### config.mk
export PLATFORM = sky130hd
export DESIGN_NAME = adcseq_top
export DESIGN_NICKNAME = d
export VERILOG_FILES = /design/src/rtl/adcseq_pkg.sv /design/src/rtl/adcseq_fifo.sv /design/src/rtl/adcseq_regs.sv /design/src/rtl/adcseq_seq.sv /design/src/rtl/adcseq_top.sv
export SDC_FILE = /design/constraint.sdc
export NUM_CORES = 2
export LEC_CHECK = 0
export ABC_CLOCK_PERIOD_IN_PS = 7400
export BUFFER_PORTS_ARGS = -buffer_cell sky130_fd_sc_hd__buf_2
export CAP_MARGIN = 5
export CELL_PAD_IN_SITES_DETAIL_PLACEMENT = 1
export CELL_PAD_IN_SITES_GLOBAL_PLACEMENT = 1
export CORE_UTILIZATION = 45
export CTS_BUF_LIST = sky130_fd_sc_hd__clkbuf_8
export DETAILED_ROUTE_END_ITERATION = 6
export PLACE_DENSITY_LB_ADDON = 0.2
export SYNTH_ARGS = -nofsm -noshare
export SYNTH_HDL_FRONTEND = slang
export SYNTH_SLANG_ARGS = --single-unit
### constraint.sdc
create_clock -name clk -period 7.4 [get_ports clk]
set_input_delay 0.74 -clock clk [delete_from_list [all_inputs] [get_ports clk]]
set_output_delay 0.74 -clock clk [all_outputs]
set_load 0.02 [all_outputs]
### src/rtl/adcseq_pkg.sv
package adcseq_pkg;

    localparam int NSTEP   = 16;
    localparam int SW      = $clog2(NSTEP);
    localparam int DW      = 12;
    localparam int OPEN_W  = 18;
    localparam int SMP_W   = 8;
    localparam int AVG_MAX = 4;
    localparam int ACC_W   = DW + AVG_MAX;
    localparam int NCONV_W = AVG_MAX + 1;
    localparam int WORD_W  = 32;
    localparam int IRQ_W   = 8;
    localparam int TAG_LSB = 16;

    localparam logic [7:0] A_CTRL = 8'h00;
    localparam logic [7:0] A_STEN = 8'h01;
    localparam logic [7:0] A_IREN = 8'h02;
    localparam logic [7:0] A_STAT = 8'h03;
    localparam logic [7:0] A_THR0 = 8'h04;
    localparam logic [7:0] A_THR1 = 8'h05;
    localparam logic [7:0] A_CNT0 = 8'h06;
    localparam logic [7:0] A_CNT1 = 8'h07;
    localparam logic [3:0] A_CFG_PAGE = 4'h1;
    localparam logic [3:0] A_DLY_PAGE = 4'h2;

    typedef enum logic [1:0] {
        STEP_ONESHOT = 2'd0,
        STEP_CONT    = 2'd1,
        STEP_HWSYNC  = 2'd2,
        STEP_RSVD    = 2'd3
    } step_mode_e;

    typedef struct packed {
        logic             to_q1;
        logic [3:0]       insel;
        logic [2:0]       avg;
        step_mode_e       mode;
    } step_cfg_t;

    typedef struct packed {
        logic [SMP_W-1:0]  samp;
        logic [OPEN_W-1:0] open;
    } step_dly_t;

    typedef enum logic [2:0] {
        SQ_IDLE, SQ_LOAD, SQ_HWWAIT, SQ_OPEN,
        SQ_SAMPLE, SQ_CONV, SQ_WRITE, SQ_EOS
    } seq_state_e;

    typedef struct packed {
        logic          valid;
        logic [SW-1:0] idx;
    } step_pick_t;

    // lowest enabled step whose index is at or above 'from'
    function automatic step_pick_t pick_step(input logic [NSTEP-1:0] mask,
                                             input logic [SW:0] from);
        step_pick_t r;
        r = '0;
        for (int i = NSTEP - 1; i >= 0; i--) begin
            if (mask[i] && (i >= int'(from))) begin
                r.valid = 1'b1;
                r.idx   = SW'(i);
            end
        end
        return r;
    endfunction

    function automatic logic [2:0] eff_avg(input logic [2:0] code);
        return (code > 3'(AVG_MAX)) ? 3'(AVG_MAX) : code;
    endfunction

    function automatic logic [WORD_W-1:0] pack_word(input logic [DW-1:0] d,
                                                    input logic [SW-1:0] tag,
                                                    input logic tag_en);
        logic [WORD_W-1:0] w;
        w = '0;
        w[DW-1:0] = d;
        if (tag_en) w[TAG_LSB +: SW] = tag;
        return w;
    endfunction

endpackage

### src/rtl/adcseq_fifo.sv
module adcseq_fifo #(
    parameter int DEPTH = 8,
    parameter int W     = 32,
    localparam int AW   = (DEPTH > 1) ? $clog2(DEPTH) : 1,
    localparam int CW   = $clog2(DEPTH) + 1
) (
    input  logic          clk,
    input  logic          rst,
    input  logic          push,
    input  logic [W-1:0]  push_data,
    input  logic          pop,
    output logic [W-1:0]  head,
    output logic [CW-1:0] count,
    output logic          ovr,
    output logic          und
);
    logic [W-1:0]  mem [DEPTH];
    logic [AW-1:0] wp, rp;
    logic          full, empty, do_push, do_pop;

    assign full    = (count == CW'(DEPTH));
    assign empty   = (count == '0);
    assign do_push = push && !full;
    assign do_pop  = pop && !empty;
    assign ovr     = push && full;
    assign und     = pop && empty;
    assign head    = empty ? '0 : mem[rp];

    always_ff @(posedge clk) begin
        if (do_push) mem[wp] <= push_data;
    end

    always_ff @(posedge clk) begin
        if (rst) begin
            wp    <= '0;
            rp    <= '0;
            count <= '0;
        end else begin
            if (do_push) wp <= (wp == AW'(DEPTH - 1)) ? '0 : wp + 1'b1;
            if (do_pop)  rp <= (rp == AW'(DEPTH - 1)) ? '0 : rp + 1'b1;
            case ({do_push, do_pop})
                2'b10:   count <= count + 1'b1;
                2'b01:   count <= count - 1'b1;
                default: count <= count;
            endcase
        end
    end

    p_count_bound_r8: assert property (@(posedge clk) disable iff (rst)
        count <= CW'(DEPTH));
    p_ovr_hold_r8: assert property (@(posedge clk) disable iff (rst)
        (push && full && !pop) |=> (count == CW'(DEPTH)));
    p_und_empty_r9: assert property (@(posedge clk) disable iff (rst)
        (pop && empty && !push) |=> (count == '0));
endmodule

### src/rtl/adcseq_regs.sv
module adcseq_regs
    import adcseq_pkg::*;
#(
    parameter int CNT_W = 4
) (
    input  logic                        clk,
    input  logic                        rst,
    input  logic                        wr_en,
    input  logic [7:0]                  wr_addr,
    input  logic [31:0]                 wr_data,
    input  logic [7:0]                  rd_addr,
    output logic [31:0]                 rd_data,
    output logic                        run_o,
    output logic                        tag_o,
    output logic [NSTEP-1:0]            step_en_o,
    output step_cfg_t [NSTEP-1:0]       cfg_o,
    output step_dly_t [NSTEP-1:0]       dly_o,
    output logic [1:0][CNT_W-1:0]       thr_o,
    input  logic [1:0][CNT_W-1:0]       cnt_i,
    input  logic                        clr_valid_i,
    input  logic [SW-1:0]               clr_idx_i,
    input  logic [IRQ_W-1:0]            evt_i,
    output logic [IRQ_W-1:0]            stat_o,
    output logic                        irq_o
);
    logic [IRQ_W-1:0] irq_en_q;
    logic [IRQ_W-1:0] w1c;
    logic             wr_cfg, wr_dly, wr_sten, wr_stat;

    assign wr_cfg  = wr_en && (wr_addr[7:4] == A_CFG_PAGE);
    assign wr_dly  = wr_en && (wr_addr[7:4] == A_DLY_PAGE);
    assign wr_sten = wr_en && (wr_addr == A_STEN);
    assign wr_stat = wr_en && (wr_addr == A_STAT);
    assign w1c     = wr_stat ? wr_data[IRQ_W-1:0] : '0;

    always_ff @(posedge clk) begin
        if (rst) begin
            run_o     <= 1'b0;
            tag_o     <= 1'b0;
            step_en_o <= '0;
            irq_en_q  <= '0;
            thr_o     <= '0;
            cfg_o     <= '0;
            dly_o     <= '0;
            stat_o    <= '0;
        end else begin
            if (wr_en && wr_addr == A_CTRL) {tag_o, run_o} <= wr_data[1:0];
            if (wr_sten)                    step_en_o <= wr_data[NSTEP-1:0];
            else if (clr_valid_i)           step_en_o[clr_idx_i] <= 1'b0;
            if (wr_en && wr_addr == A_IREN) irq_en_q <= wr_data[IRQ_W-1:0];
            if (wr_en && wr_addr == A_THR0) thr_o[0] <= wr_data[CNT_W-1:0];
            if (wr_en && wr_addr == A_THR1) thr_o[1] <= wr_data[CNT_W-1:0];
            if (wr_cfg) cfg_o[wr_addr[SW-1:0]] <= step_cfg_t'(wr_data[$bits(step_cfg_t)-1:0]);
            if (wr_dly) begin
                dly_o[wr_addr[SW-1:0]].samp <= wr_data[31:24];
                dly_o[wr_addr[SW-1:0]].open <= wr_data[OPEN_W-1:0];
            end
            // a new event in the same cycle wins over the clear
            stat_o <= (stat_o & ~w1c) | evt_i;
        end
    end

    assign irq_o = |(stat_o & irq_en_q);

    always_comb begin
        rd_data = '0;
        case (rd_addr)
            A_CTRL: rd_data = {30'b0, tag_o, run_o};
            A_STEN: rd_data = 32'(step_en_o);
            A_IREN: rd_data = 32'(irq_en_q);
            A_STAT: rd_data = 32'(stat_o);
            A_THR0: rd_data = 32'(thr_o[0]);
            A_THR1: rd_data = 32'(thr_o[1]);
            A_CNT0: rd_data = 32'(cnt_i[0]);
            A_CNT1: rd_data = 32'(cnt_i[1]);
            default: begin
                if (rd_addr[7:4] == A_CFG_PAGE)
                    rd_data = 32'(cfg_o[rd_addr[SW-1:0]]);
                else if (rd_addr[7:4] == A_DLY_PAGE)
                    rd_data = {dly_o[rd_addr[SW-1:0]].samp, 6'b0,
                               dly_o[rd_addr[SW-1:0]].open};
            end
        endcase
    end

    for (genvar k = 1; k < IRQ_W; k++) begin : g_stat_chk
        p_w1c_r11: assert property (@(posedge clk) disable iff (rst)
            (wr_stat && wr_data[k] && !evt_i[k]) |=> !stat_o[k]);
        p_sticky_r11: assert property (@(posedge clk) disable iff (rst)
            (stat_o[k] && !(wr_stat && wr_data[k])) |=> stat_o[k]);
    end

    p_oneshot_clear_r6: assert property (@(posedge clk) disable iff (rst)
        (clr_valid_i && !wr_sten) |=> !step_en_o[$past(clr_idx_i)]);
endmodule

### src/rtl/adcseq_seq.sv
module adcseq_seq
    import adcseq_pkg::*;
(
    input  logic                  clk,
    input  logic                  rst,
    input  logic                  run,
    input  logic                  tag_en,
    input  logic [NSTEP-1:0]      step_en,
    input  step_cfg_t [NSTEP-1:0] cfg,
    input  step_dly_t [NSTEP-1:0] dly,
    input  logic                  hw_trig,
    input  logic                  conv_done,
    input  logic [DW-1:0]         conv_data,
    output logic                  conv_start,
    output logic [3:0]            conv_chan,
    output logic                  push0,
    output logic                  push1,
    output logic [WORD_W-1:0]     push_word,
    output logic                  clr_valid,
    output logic [SW-1:0]         clr_idx,
    output logic                  eos
);
    seq_state_e          state;
    logic [SW-1:0]       cur;
    step_cfg_t           cur_cfg;
    step_dly_t           cur_dly;
    logic [OPEN_W-1:0]   cnt;
    logic [ACC_W-1:0]    acc;
    logic [NCONV_W-1:0]  nconv, ns_tgt;
    logic [DW-1:0]       avg_res;
    step_pick_t          first_pick, next_pick;

    assign first_pick = pick_step(step_en, '0);
    assign next_pick  = pick_step(step_en, {1'b0, cur} + (SW+1)'(1));
    assign ns_tgt     = NCONV_W'(1) << eff_avg(cur_cfg.avg);
    assign avg_res    = DW'(acc >> eff_avg(cur_cfg.avg));

    assign conv_start = (state == SQ_SAMPLE) && (cnt == '0);
    assign conv_chan  = cur_cfg.insel;
    assign push0      = (state == SQ_WRITE) && !cur_cfg.to_q1;
    assign push1      = (state == SQ_WRITE) &&  cur_cfg.to_q1;
    assign push_word  = pack_word(avg_res, cur, tag_en);
    assign clr_valid  = (state == SQ_WRITE) && (cur_cfg.mode != STEP_CONT);
    assign clr_idx    = cur;
    assign eos        = (state == SQ_EOS);

    always_ff @(posedge clk) begin
        if (rst) begin
            state   <= SQ_IDLE;
            cur     <= '0;
            cur_cfg <= '0;
            cur_dly <= '0;
            cnt     <= '0;
            acc     <= '0;
            nconv   <= '0;
        end else begin
            case (state)
                SQ_IDLE: begin
                    if (run && first_pick.valid) begin
                        cur   <= first_pick.idx;
                        state <= SQ_LOAD;
                    end
                end
                SQ_LOAD: begin
                    cur_cfg <= cfg[cur];
                    cur_dly <= dly[cur];
                    cnt     <= dly[cur].open;
                    acc     <= '0;
                    nconv   <= '0;
                    state   <= (cfg[cur].mode == STEP_HWSYNC) ? SQ_HWWAIT : SQ_OPEN;
                end
                SQ_HWWAIT: begin
                    if (hw_trig) state <= SQ_OPEN;
                end
                SQ_OPEN: begin
                    if (cnt == '0) begin
                        cnt   <= OPEN_W'(cur_dly.samp);
                        state <= SQ_SAMPLE;
                    end else begin
                        cnt <= cnt - 1'b1;
                    end
                end
                SQ_SAMPLE: begin
                    if (cnt == '0) state <= SQ_CONV;
                    else           cnt   <= cnt - 1'b1;
                end
                SQ_CONV: begin
                    if (conv_done) begin
                        acc   <= acc + ACC_W'(conv_data);
                        nconv <= nconv + 1'b1;
                        if (nconv + 1'b1 == ns_tgt) begin
                            state <= SQ_WRITE;
                        end else begin
                            cnt   <= OPEN_W'(cur_dly.samp);
                            state <= SQ_SAMPLE;
                        end
                    end
                end
                SQ_WRITE: begin
                    if (next_pick.valid) begin
                        cur   <= next_pick.idx;
                        state <= SQ_LOAD;
                    end else begin
                        state <= SQ_EOS;
                    end
                end
                default: state <= SQ_IDLE;
            endcase
        end
    end

    p_start_pulse_r3: assert property (@(posedge clk) disable iff (rst)
        conv_start |=> !conv_start);
    p_chan_hold_r2: assert property (@(posedge clk) disable iff (rst)
        (state == SQ_CONV && !conv_done) |=> $stable(conv_chan));
    p_push_excl_r5: assert property (@(posedge clk) disable iff (rst)
        $onehot0({push0, push1}));
    p_conv_total_r4: assert property (@(posedge clk) disable iff (rst)
        (push0 || push1) |-> (nconv == ns_tgt));
    p_trig_gate_r6: assert property (@(posedge clk) disable iff (rst)
        (state == SQ_HWWAIT && !hw_trig) |=> !conv_start);
endmodule

### src/rtl/adcseq_top.sv
module adcseq_top
    import adcseq_pkg::*;
#(
    parameter int FIFO_DEPTH = 8,
    localparam int CNT_W     = $clog2(FIFO_DEPTH) + 1
) (
    input  logic        clk,
    input  logic        rst,
    input  logic        wr_en,
    input  logic [7:0]  wr_addr,
    input  logic [31:0] wr_data,
    input  logic [7:0]  rd_addr,
    output logic [31:0] rd_data,
    output logic        conv_start,
    output logic [3:0]  conv_chan,
    input  logic        conv_done,
    input  logic [11:0] conv_data,
    input  logic        hw_trig,
    input  logic        pop0,
    output logic [31:0] pop_data0,
    input  logic        pop1,
    output logic [31:0] pop_data1,
    output logic [7:0]  irq_status,
    output logic        irq
);
    logic                    run, tag_en, eos, clr_valid;
    logic [SW-1:0]           clr_idx;
    logic [NSTEP-1:0]        step_en;
    step_cfg_t [NSTEP-1:0]   cfg;
    step_dly_t [NSTEP-1:0]   dly;
    logic [1:0][CNT_W-1:0]   thr, cnt;
    logic [1:0]              push_v, pop_v, ovr_v, und_v, thr_v;
    logic [1:0][WORD_W-1:0]  head_v;
    logic [WORD_W-1:0]       push_word;
    logic [IRQ_W-1:0]        evt;

    adcseq_regs #(.CNT_W(CNT_W)) regs_i (
        .clk, .rst, .wr_en, .wr_addr, .wr_data, .rd_addr, .rd_data,
        .run_o(run), .tag_o(tag_en), .step_en_o(step_en),
        .cfg_o(cfg), .dly_o(dly), .thr_o(thr), .cnt_i(cnt),
        .clr_valid_i(clr_valid), .clr_idx_i(clr_idx),
        .evt_i(evt), .stat_o(irq_status), .irq_o(irq)
    );

    adcseq_seq seq_i (
        .clk, .rst, .run, .tag_en, .step_en, .cfg, .dly, .hw_trig,
        .conv_done, .conv_data, .conv_start, .conv_chan,
        .push0(push_v[0]), .push1(push_v[1]), .push_word,
        .clr_valid, .clr_idx, .eos
    );

    assign pop_v = {pop1, pop0};

    for (genvar g = 0; g < 2; g++) begin : g_q
        adcseq_fifo #(.DEPTH(FIFO_DEPTH), .W(WORD_W)) fifo_i (
            .clk, .rst,
            .push(push_v[g]), .push_data(push_word),
            .pop(pop_v[g]), .head(head_v[g]), .count(cnt[g]),
            .ovr(ovr_v[g]), .und(und_v[g])
        );
        assign thr_v[g] = (thr[g] != '0) && (cnt[g] >= thr[g]);
    end

    assign pop_data0 = head_v[0];
    assign pop_data1 = head_v[1];
    assign evt = {und_v[1], ovr_v[1], thr_v[1],
                  und_v[0], ovr_v[0], thr_v[0], eos, 1'b0};

    p_irq_source_r11: assert property (@(posedge clk) disable iff (rst)
        $rose(irq) |-> (irq_status != '0));
endmodule

* Word-level counts from Yosys, hierarchy flattened
Memories as Yosys holds them, arrays and structs flattened. A register that Yosys moved wholly into a read port is not among the register bits. Cells that the tools add are included.
Operators by class: $add $sub $neg 12, multiply operators 0, divide/modulo/power cells 0, order comparisons 24, equality and inequality tests 44, shifts and indexed selects 2, mux-type cells 96, bitwise logic cells 6, reductions and logical operators 65
Operators by type and width (number):
- $bwmux 416 | 2
- $pmux 32 s8 | 1
- $bmux 26 s4 | 2
- $demux 26 s4 | 2
- $mux 5 | 33
- $bwmux 160 | 1
- $mux 32 | 4
- $mux 18 | 5
- $bmux 10 s4 | 2
- $mux 26 | 3
- $pmux 18 s4 | 1
- $eq 8x3->1 const B | 6
- $mux 16 | 3
- $mux 3 | 15
- $logic_and 1x1->1 | 41
- $demux 10 s4 | 1
- $ge 4x5->1 const A | 8
- $eq 8x2->1 const B | 4
- $pmux 16 s2 | 1
- $mux 10 | 3
- $eq 3x3->1 const B | 8
- $pmux 4 s2 | 3
- $pmux 3 s7 | 1
- $ge 3x5->1 const A | 4
- 49 further kinds | 95
Word-level totals: bits in registers 702, bits in latches 0, bits in writable memories 256, ROM bits 0, input port bits 67, output and inout port bits 110, logic and storage cells 370, memories kept 2
Memory list:
- g_q[0].fifo_i.mem | depth 8, width 16, rd ports 1, clocked after Yosys merged registers in 1, write ports 1, RTL line adcseq_fifo.sv:17 | logic [W-1:0] mem [DEPTH];
- g_q[1].fifo_i.mem | depth 8, width 16, rd ports 1, clocked after Yosys merged registers in 1, write ports 1, RTL line adcseq_fifo.sv:17

* Longest topological paths before layout
depth after elaboration 21, gate-level depth with buffers 14, mapped depth without buffers 11

* By module
From an unflattened synthesis, not the netlist that was laid out.
Unflattened totals: cells, all modules 4753, area, all modules 57789.2 um^2
By module, submodules not included:
- adcseq_regs | instances 1, cells each 2816, area each 27251.1 um^2, seq. area each 12371.9 um^2
- adcseq_fifo | instances 2, cells each 485, area each 10431.3 um^2, seq. area each 7947.6 um^2
- adcseq_seq | instances 1, cells each 936, area each 9456.6 um^2, seq. area each 1281.2 um^2
- adcseq_top | instances 1, cells each 31, area each 219.0 um^2, seq. area each 0.0 um^2

* Worst setup path after synthesis
No wires, ideal clock.
path type reg2reg, start reg seq_i.cur[1], in the netlist seq_i.clr_idx[1], end reg seq_i.state[1], library setup time 100 ps, data arrival time 3617 ps, data required time 7300 ps, path slack 3683 ps, stages on the path, launching flop included 15, path buffers 5, clock period less this slack 3717 ps, cells stage by stage dfxtp_1 buf_4 buf_2 buf_1 buf_1 inv_1 ha_1 clkbuf_1 inv_1 o41ai_1 a21oi_1 nor4b_2 nand3_2 a32o_2 a2111oi_4
On the way: cells in the longest elaborated chain, start to end 21, elaborated cells on any way between the ends 51, classes of those cells add/sub: 1; order compare: 16; mux: 18; reduce/logical: 16
RTL lines:
- start, declared | RTL line adcseq_seq.sv:24 | logic [SW-1:0] cur;
- start signal, assigned | RTL line adcseq_seq.sv:60 | cur <= first_pick.idx;
- start signal, assigned | RTL line adcseq_seq.sv:101 | cur <= next_pick.idx;
- $add 4x1->5 * | RTL line adcseq_seq.sv:34 | assign next_pick = pick_step(step_en, {1'b0, cur} + (SW+1)'(1));
- $ge 4x5->1 | RTL line adcseq_pkg.sv:61 | if (mask[i] && (i >= int'(from))) begin
- $logic_and 1x1->1 | RTL line adcseq_pkg.sv:61
- $mux 5 (15 in a row) | RTL line adcseq_pkg.sv:61
- $mux 5 * | RTL line adcseq_pkg.sv:61
- $mux 3 * | RTL line adcseq_seq.sv:100 | if (next_pick.valid) begin
- $pmux 3 s7 * | RTL line adcseq_seq.sv:57 | case (state)
- end signal, assigned | RTL line adcseq_seq.sv:70 | state <= (cfg[cur].mode == STEP_HWSYNC) ? SQ_HWWAIT : SQ_OPEN;
- end, declared | RTL line adcseq_seq.sv:23 | seq_state_e state;
Mark *: on every way between the ends. The rest lies on a longest branch, timed or not. A chain may end at the register's enable or synchronous reset.

* Final worst setup path
start in rd_addr[1], end out rd_data[4]
On the way: cells in the longest elaborated chain, start to end 5, elaborated cells on any way between the ends 15, classes of those cells eq/ne: 7; mux: 7; reduce/logical: 1
RTL lines:
- start, declared | RTL line adcseq_top.sv:12 | input logic [7:0] rd_addr,
- $bmux 26 s4 | RTL line adcseq_regs.sv:81 | dly_o[rd_addr[SW-1:0]].open};
- $mux 26
- $mux 32 | RTL line adcseq_regs.sv:79 | else if (rd_addr[7:4] == A_DLY_PAGE)
- $mux 32 | RTL line adcseq_regs.sv:77 | if (rd_addr[7:4] == A_CFG_PAGE)
- $pmux 32 s8 * | RTL line adcseq_regs.sv:67 | case (rd_addr)
- end, declared | RTL line adcseq_top.sv:13 | output logic [31:0] rd_data,
Mark *: on every way between the ends. The rest lies on a longest branch, timed or not. The select of a mux whose other input is x is not followed.

==> metrics.txt <==
max-slew violations 0; Clock Latency Late Sink 0.88 ns; Yosys cell types 87; largest net degree at the start of global routing 198; maximum vdd drop 118 uV; Final Power 10.7 mW; PortBufs 132; CTS tree done; sequential power share 50.3%; CP Launch Type input pin; share of cells above drive strength 1 21.1%; hold buffer count at CTS 0; Hold Fails Final Rpt 0; CTS resizes 0; synthesized area 0.0479 mm^2; hold depth 3; CTS H-tree lvls 4; max_slew headroom 13.3%; met3 GRT Util 4.60%; overall routing resource usage 30.6%; P_int 8.10 mW; Sw Share 24.3%; WS Path Type input pin to output pin; R2R cell count 8; Core Util, Final 50.2%; Final Critical Period 4.64 ns; via count 37300; Root Buffer clkbuf_8; sequential-to-total area share from yosys stat 45.6%; FF+latch count, synth 964; Async S/R FF share, synth 0%; RSZ-0062 raised after global routing no; crit-path cells clkbuf_8 > buf_4 > mux4_2 > mux4_2 > a22oi_1 > o31ai_1 > buf_2; die height 328 um; number of global-route vias before repair 38100; syn avg cell area 10.5 um^2; Hold Slack 0.193 ns; Bufs and invs on worst path 3; crit-path max FO 85; most used cell, CP mux4_2; global route hottest layer met2; top cells by area, synth dfxtp_1 30%, mux4_2 20%, edfxtp_1 16%; status finished, violations left; Leakage Power 17.8 nW; Clock Power Share 46.2%; total gr overflow 0; clk buf depth 3; CTS buffer count 166; Post-Route WL 164000 um; Max Cap Viol 0; top post-synthesis cells by count 954 x nand2_1, 708 x dfxtp_1, 569 x a21oi_1; met1 usage 39.0%; max frequency 216 MHz; drt wl/cell 27.1 um; nets 4649; Syn-to-layout area delta 10.4%; CP Capture Type output pin; GPL Wtd Cong 0.863; max incr delay on CP 0.68 ns; CORE AREA 0.105 mm^2; WP depth 7; CP arrival 3.90 ns; initial antenna violation count 4; pin slew with the least headroom to its limit 1.29 ns; power density over the cells 203 mW/mm^2; slowest CP cell clkbuf_8; Setup-failing EPs final 0; CP delay by family, top buffers and inverters; Post-synth EDFFs 256; Synth Warn # 0; Final HPWL DP 99200 um; top cell type's share of synthesized area 29.6%; TritonCTS Sinks 964; setup_tns 0 ns; DRT antenna net count 0; Required @ worst endpoint 6.66 ns; Syn Inst Count 4564; top_reg_cell synth dfxtp_1; Std-Cell Rows 119; M2 GR Usage 51.6%; I/O Pins 177; clock slew at reported path FFs 0.05 ns; Synth area leader dfxtp_1; Post-CTS Setup Repair Bufs 0; cell with the most instances after synthesis nand2_1; starting density of the core 45.4%; DRC 77; Iter 0 DRT Violations 3207; Hold/Removal Path Class input pin to flip-flop; first-pass GRT wire length 246000 um; first-pass iteration count of the detailed router 7; vias per cell 6.14; violated checks DRC; switching pwr 2.61 mW; Die Area 0.108 mm^2; Worst Skew 0.0345 ns; Die W 328 um; Gate power share 3.5%; Final period util 62.7%
layer usage:
metal	share of wire (%)	routed length [um]	vias to the layer above
li1	-	-	16400
met5	0.0055	9	-
met4	4.1	6790	2
met1	40	66400	19100
met2	49	80500	1325
met3	6.5	10600	341
registers in the layout, indices dropped and copies added (netlist names), named ones only:
| register | count |
|---|---|
| regs_i.irq_en_q | 8 |
| regs_i.dly_o | 416 |
| g_q.fifo_i.rp | 6 |
| regs_i.stat_o | 8 |
| regs_i.cfg_o | 160 |
| g_q.fifo_i.count | 8 |
| seq_i.conv_chan | 4 |
| seq_i.nconv | 5 |
| seq_i.acc | 16 |
| regs_i.step_en_o | 16 |
| g_q.fifo_i.wp | 6 |
| seq_i.state | 3 |
| regs_i.tag_o | 1 |
| seq_i.clr_idx | 4 |
| regs_i.thr_o | 8 |
| seq_i.cur_cfg | 6 |
| seq_i.cnt | 18 |
| g_q.fifo_i.mem | 256 |
| regs_i.run_o | 1 |
| seq_i.cur_dly | 8 |
kinds of logic (layout without fill, tap and decap cells):
family                     count (synthesis)  after routing  synth area share [%]
buffers and inverters                    494            561                  4.38
DFF                                      964            964                  45.6
xor gates and xnor gates                  30             30                 0.549
adders and majority gates                 46             46                  1.25
other                                      1             42               0.00783
and+or+nand+nor                         1593           1593                  14.0
AOI/OAI and AO/OA                        791            791                  9.47
muxes                                    645            645                  24.7
power by group through the flow:
stage,sequential (mW),clock [mW],combinational [mW]
2_1_floorplan,5.51,0,0.261
3_3_place_gp,5.50,0,0.368
3_5_place_dp,5.51,0,0.369
6_report,5.39,4.95,0.373
4_1_cts,5.39,5.03,0.370
5_1_grt,5.39,5.26,0.390
final cells by class:
class | count | area, um^2
Inverter | 38 | 144
Tap cell | 1391 | 1740
Fill cell | 11500 | 52500
Sequential cell | 964 | 21900
Multi-Input combinational cell | 3143 | 24300
Antenna cell | 4 | 10.0
Timing Repair Buffer | 223 | 1420
Clock inverter | 93 | 533
Clock buffer | 207 | 2850
through the flow:
stage                     cells  instance area (um^2)  setup slack, ns
after detailed placement   5758                 49500             2.82
final                      6063                 52900             2.76
after CTS                  6058                 52900             2.82
after floorplan            4601                 48000             3.68
after global placement     5758                 49500             2.79
after global routing       6061                 52900             2.69
final timing paths:
kind                            from                       to  slack, ns
hold reg to reg   seq_i.conv_chan[0]       seq_i.conv_chan[0]       0.46
setup reg to reg      seq_i.state[0]  g_q[0].fifo_i.mem[7][9]       3.23
hold / removal                  pop1         regs_i.stat_o[7]       0.19
setup / recovery          rd_addr[1]               rd_data[4]       2.76
layout by cell type (no fill, tap or decap), types with 8 or more instances in the layout:
cell type,Yosys,final
nor2b_1,15,12
a22oi_1,26,26
xnor2_1,15,15
buf_2,48,129
clkinv_2,0,18
or3_1,12,12
inv_1,37,89
mux2_2,18,18
o211ai_1,13,13
nand2b_1,23,22
ha_1,43,43
and2_1,21,20
mux2i_1,200,200
nand2_1,954,954
a31oi_1,8,8
a21o_1,11,11
a22o_1,9,9
nor2_4,3,13
xor2_1,15,15
o31ai_1,11,11
nor4_1,15,11
o21ai_0,47,39
clkbuf_8,0,208
nand3_2,1,8
clkinv_1,0,8
conb_1,1,38
a21oi_1,569,568
nor3_2,1,9
or2_2,8,8
nor3_1,31,22
dfxtp_1,708,702
nand3_1,160,153
buf_4,45,87
nor2_1,291,281
edfxtp_1,256,256
mux4_2,427,427
and3_1,16,14
o22ai_1,8,8
o21ai_1,2,10
a211oi_1,18,18
tightest hold or removal path: stages:
cell     delay (ns)
buf_2          0.10
a22oi_1        0.08
nor2_1         0.09
No activity file was read; power rests on OpenSTA's default activity.
